$ cat src/rtl/dma_ag_pkg.sv
package dma_ag_pkg;
  typedef enum logic {
    XFER_BYTE = 1'b0,
    XFER_WORD = 1'b1
  } xfer_size_e;
endpackage

$ cat src/rtl/dma_ag_chan.sv
module dma_ag_chan #(
  parameter int OFS_W = 16
) (
  input  logic             clk,
  input  logic             rst,
  input  logic             addr_ld,
  input  logic [OFS_W-1:0] addr_din,
  input  logic             cnt_ld,
  input  logic [OFS_W-1:0] cnt_din,
  input  logic             any_ld,
  input  logic             autoinit,
  input  logic             xfer_done,
  output logic [OFS_W-1:0] cur_addr,
  output logic             tc_q,
  output logic             done_q
);
  localparam logic [OFS_W-1:0] CNT_ZERO = '0;

  logic [OFS_W-1:0] base_addr, base_cnt, cur_cnt;
  logic             step, last;

  // A transfer counts only when the channel is live and no write is pending.
  assign step = xfer_done && !done_q && !any_ld;
  assign last = (cur_cnt == CNT_ZERO);

  always_ff @(posedge clk) begin
    if (rst) begin
      base_addr <= '0;
      base_cnt  <= '0;
      cur_addr  <= '0;
      cur_cnt   <= '0;
      tc_q      <= 1'b0;
      done_q    <= 1'b0;
    end else begin
      tc_q <= 1'b0;
      if (addr_ld) begin
        base_addr <= addr_din;
        cur_addr  <= addr_din;
      end
      if (cnt_ld) begin
        base_cnt <= cnt_din;
        cur_cnt  <= cnt_din;
      end
      if (addr_ld || cnt_ld) done_q <= 1'b0;
      if (step) begin
        tc_q <= last;
        if (last && autoinit) begin
          cur_addr <= base_addr;
          cur_cnt  <= base_cnt;
        end else begin
          cur_addr <= cur_addr + 1'b1;
          cur_cnt  <= cur_cnt - 1'b1;
          if (last) done_q <= 1'b1;
        end
      end
    end
  end

  AST_TC_ON_ZERO: assert property (@(posedge clk) disable iff (rst)
    tc_q |-> ($past(cur_cnt) == CNT_ZERO) && $past(xfer_done));
  AST_DONE_STICKY: assert property (@(posedge clk) disable iff (rst)
    done_q && !addr_ld && !cnt_ld |=> done_q);
  AST_DONE_FROZEN: assert property (@(posedge clk) disable iff (rst)
    done_q && !addr_ld && !cnt_ld |=> $stable(cur_addr) && !tc_q);
  AST_RELOAD_BASE: assert property (@(posedge clk) disable iff (rst)
    tc_q && $past(autoinit) && !$past(any_ld) |-> cur_addr == base_addr && !done_q);
  AST_LOAD_WINS: assert property (@(posedge clk) disable iff (rst)
    addr_ld |=> cur_addr == $past(addr_din));
endmodule

$ cat src/rtl/dma_ag_map.sv
module dma_ag_map
  import dma_ag_pkg::*;
#(
  parameter int PAGE_W = 8,
  parameter int OFS_W  = 16
) (
  input  logic                    clk,
  input  logic                    rst,
  input  logic                    page_ld,
  input  logic [PAGE_W-1:0]       page_din,
  input  logic                    word_mode,
  input  logic [OFS_W-1:0]        cur_addr,
  output logic [PAGE_W+OFS_W-1:0] phys_addr,
  output logic                    word_xfer
);
  localparam int AW = PAGE_W + OFS_W;

  logic [PAGE_W-1:0] page_q;
  logic [AW-1:0]     addr_nx;
  xfer_size_e        size;

  assign size = word_mode ? XFER_WORD : XFER_BYTE;

  always_comb begin
    if (size == XFER_WORD) addr_nx = {page_q[PAGE_W-1:1], cur_addr, 1'b0};
    else                   addr_nx = {page_q, cur_addr};
  end

  always_ff @(posedge clk) begin
    if (rst) begin
      page_q    <= '0;
      phys_addr <= '0;
      word_xfer <= 1'b0;
    end else begin
      if (page_ld) page_q <= page_din;
      phys_addr <= addr_nx;
      word_xfer <= (size == XFER_WORD);
    end
  end

  AST_WORD_A0_LOW: assert property (@(posedge clk) disable iff (rst)
    word_xfer |-> !phys_addr[0]);
  AST_PAGE_NO_CARRY: assert property (@(posedge clk) disable iff (rst)
    !$past(page_ld) && !$past(page_ld, 2) && $stable(word_xfer)
    |-> phys_addr[AW-1:OFS_W+1] == $past(phys_addr[AW-1:OFS_W+1]));
endmodule

$ cat src/rtl/dma_addr_gen.sv
module dma_addr_gen #(
  parameter int PAGE_W = 8,
  parameter int OFS_W  = 16
) (
  input  logic                    clk,
  input  logic                    rst,
  input  logic                    page_ld,
  input  logic [PAGE_W-1:0]       page_din,
  input  logic                    addr_ld,
  input  logic [OFS_W-1:0]        addr_din,
  input  logic                    cnt_ld,
  input  logic [OFS_W-1:0]        cnt_din,
  input  logic                    word_mode,
  input  logic                    autoinit,
  input  logic                    xfer_done,
  output logic [PAGE_W+OFS_W-1:0] phys_addr,
  output logic                    word_xfer,
  output logic                    tc_pulse,
  output logic                    chan_done
);
  logic [OFS_W-1:0] cur_addr;
  logic             any_ld;

  assign any_ld = page_ld || addr_ld || cnt_ld;

  dma_ag_chan #(.OFS_W(OFS_W)) i_chan (
    .clk(clk), .rst(rst),
    .addr_ld(addr_ld), .addr_din(addr_din),
    .cnt_ld(cnt_ld), .cnt_din(cnt_din),
    .any_ld(any_ld), .autoinit(autoinit), .xfer_done(xfer_done),
    .cur_addr(cur_addr), .tc_q(tc_pulse), .done_q(chan_done)
  );

  dma_ag_map #(.PAGE_W(PAGE_W), .OFS_W(OFS_W)) i_map (
    .clk(clk), .rst(rst),
    .page_ld(page_ld), .page_din(page_din),
    .word_mode(word_mode), .cur_addr(cur_addr),
    .phys_addr(phys_addr), .word_xfer(word_xfer)
  );

  AST_TC_SINGLE_SRC: assert property (@(posedge clk) disable iff (rst)
    tc_pulse |-> !$past(any_ld));
endmodule

$ cat config.mk
export PLATFORM = sky130hd
export DESIGN_NAME = dma_addr_gen
export DESIGN_NICKNAME = d
export VERILOG_FILES = /design/src/rtl/dma_ag_pkg.sv /design/src/rtl/dma_ag_chan.sv /design/src/rtl/dma_ag_map.sv /design/src/rtl/dma_addr_gen.sv
export SDC_FILE = /design/constraint.sdc
export NUM_CORES = 1
export LEC_CHECK = 0
export ABC_CLOCK_PERIOD_IN_PS = 2640
export BUFFER_PORTS_ARGS = -buffer_cell sky130_fd_sc_hd__buf_2
export CAP_MARGIN = 30
export CELL_PAD_IN_SITES_DETAIL_PLACEMENT = 1
export CELL_PAD_IN_SITES_GLOBAL_PLACEMENT = 1
export CORE_MARGIN = 5
export CORE_UTILIZATION = 43
export DETAILED_ROUTE_END_ITERATION = 10
export GPL_TIMING_DRIVEN = 0
export PLACE_DENSITY_LB_ADDON = 0.1
export SLEW_MARGIN = 20
export SYNTH_ARGS = -nofsm -noshare
export SYNTH_HDL_FRONTEND = slang
export SYNTH_SLANG_ARGS = --single-unit
$ cat constraint.sdc
create_clock -name clk -period 2.64 [get_ports clk]
set_clock_uncertainty 0.1 [all_clocks]
set_input_delay 0.396 -clock clk [delete_from_list [all_inputs] [get_ports clk]]
set_output_delay 0.396 -clock clk [all_outputs]
set_load 0.01 [all_outputs]
==> results_dict.tcl <==
set metrics [dict create \
    status "finished clean" \
    cts_setup_buffers 0 \
    tightest_slew_ns 0.8519 \
    cp_top_family "simple AND/OR/NAND/NOR gates" \
    overflow 0 \
    core-area_um2 10370 \
    cts_tree "built" \
    seq_area_frac_synth 0.4307 \
    setup.reg_to_reg.worst_slack_ns 0.36 \
    synthesis.nets 535 \
    ctsResizeCount 0 \
    hpwlAfterDp_mm 10.10 \
    critPathRequiredTime_ns 2.77 \
    synth-main-ff-cell "dfxtp_1" \
    start_util 0.4438 \
    antenna_cells 0 \
    numCtsBuffers 9 \
    grt_max_degree 16 \
    cp_slowest_stage_delay_ns 0.37 \
    crit_type "reg -> reg" \
    synthTopCellsByArea "dfxtp_1 43%, mux2i_1 12%, nor2_1 6.3%" \
    cts-hold-fix-buffers 0 \
    path_clk_slew_ns 0.10 \
    drive_above_1_share 0.2290 \
    yosysUniqueCellTypes 59 \
    setup_viol 0 \
    vias_per_cell 5.599 \
    wl_per_cell_um 19.28 \
    synthCells 485 \
    syn_area_per_cell_um2 9.488 \
    die_height_um 113.5 \
    die_area_um2 12870 \
    slew_headroom 0.4274 \
    detail-route-antenna-nets 0 \
    synth_seq_cells 99 \
    power.density_nw_per_um2 593.3 \
    hold_path_class "in -> reg" \
    layout_common_cells "99 x dfxtp_1, 82 x buf_2, 77 x nor2_1" \
    critPathArrivalTime_ns 2.41 \
    setup_tns_ns 0 \
    period_share 0.8641 \
    rsz0062_at_grt "false" \
    post-route-util 0.5135 \
    root_buffer "clkbuf_8" \
    synth_edf_count 0 \
    p_leak_nw 2.239 \
    synth_top_cell_by_area "dfxtp_1" \
    dr.pass1.iters 4 \
    gp_congestion 0.8618 \
    worst_ir_drop_vdd_mv 0.2853 \
    ys_async_sr_fraction 0 \
    ys_warn_count 0 \
    synthDominantCellAreaShare 0.4307 \
    io_pins 75 \
    placed_cell_area_um2 5127 \
    grt_pass1_vias 4202 \
    syn_area_um2 4602 \
    wl_mm 13.65 \
    crit_fanout 10 \
    antenna_found_initial 0 \
    fp.dieW_um 113.5 \
    slew_violations 0 \
    grt_usage 0.2161 \
    max_cap_violations 0 \
    crit_chain "inv_1 -> ha_1 -> nor4b_2 -> nand4_2 -> clkbuf_1 -> o211ai_1 -> a31oi_1" \
    crit_path_end_kind "flip-flop" \
    num-nets-final 617 \
    cp_num_buf_inv 2 \
    crit_slowest_cell "clkbuf_1" \
    io_buffers 71 \
    area_growth_pct 15.72 \
    grt_pass1_wl_mm 22.03 \
    worstSkewPairLatency_ns 0.38 \
    rows 37 \
    design_area_um2 5325 \
    clock_sinks 99 \
    drt-initial-drc-count 185 \
    htree_levels 3 \
    cts_max_path_buffers 2 \
    fin_hold_ws_ns 0.1528 \
    cp-start-kind "flip-flop" \
    final_common_cell "dfxtp_1" \
    clock.fmax_mhz 438.4 \
    drc 0 \
    period_needed_ns 2.281 \
    hold_violations 0 \
    vias 3964 \
]
final timing paths:
| check | from | end | cells after the start |
|---|---|---|---|
| min | page_din[1] | i_map.page_q[1] | 3 |
| max reg2reg | i_chan.cur_cnt[0] | i_chan.cur_cnt[4] | 7 |
| min reg2reg | i_map.page_q[3] | i_map.phys_addr[19] | 1 |
| max | i_chan.cur_cnt[0] | i_chan.cur_cnt[4] | 7 |
power by group:
group	internal (mW)	switching, mW
combinational	0.219	0.297
clock	0.447	0.546
sequential	1.58	0.0705
sequential cells by signal, indices dropped and copies added (netlist names):
signal and flops:
i_chan.cur_addr 16, i_chan.tc_q 1, i_chan.base_cnt 16, i_chan.cur_cnt 16, i_map.phys_addr 24, i_chan.base_addr 16, i_map.page_q 8, i_map.word_xfer 1
i_chan.done_q 1
Yosys cell counts, drive strengths merged (6+ instances only):
cell,instances
dfxtp,99
nor2,79
mux2i,56
a22oi,20
buf,19
clkbuf,19
nor3,18
nand2,15
o21ai,13
o22ai,12
nand3,11
o32ai,11
xor2,10
nor4,9
xnor2,9
inv,8
nand4,8
nor2b,8
a211oi,7
a21oi,7
o221ai,6
cell families after synthesis:
kind of cell               count (synthesis)  share of synthesized area
buffers and inverters                     46                    0.04377
AOI/OAI and AO/OA                         91                     0.1580
muxes                                     57                     0.1243
adders and majority gates                  2                   0.005437
xor gates and xnor gates                  19                    0.03616
and+or+nand+nor                          171                     0.2017
DFF                                       99                     0.4307
layer usage:
metal	GRT usage	routed length (µm)
met1	0.2583	5816
met2	0.3898	7020
met3	0.03236	605
met4	0.08253	206
met5	0	0
through the flow:
step	power [mW]	std cells	setup WS (ns)
3_3_place_gp	2.177	692	0.3836
5_1_grt	3.311	708	0.1256
4_1_cts	3.178	708	0.3118
3_5_place_dp	2.201	692	0.3289
2_1_floorplan	2.022	485	0.7838
6_report	3.159	708	0.3589
worst register-to-register path: stages, from the launching register on:
cell and delay, ns:
dfxtp_1 0.36, inv_1 0.09, ha_1 0.21, nor4b_2 0.35, nand4_2 0.26, clkbuf_1 0.37
o211ai_1 0.28, a31oi_1 0.11
final cells by class:
| type | count | area (µm²) |
|---|---|---|
| inverters | 8 | 30.03 |
| clock buffers | 13 | 178.9 |
| repair buffers | 71 | 355.3 |
| flip-flops and latches | 99 | 1982 |
| multi-input cells | 340 | 2419 |
| fillers | 1268 | 5045 |
| well taps | 136 | 170.2 |
| clock inverters | 3 | 18.77 |
| plain buffers | 38 | 171.4 |
Power figures use the tool's default switching activity.
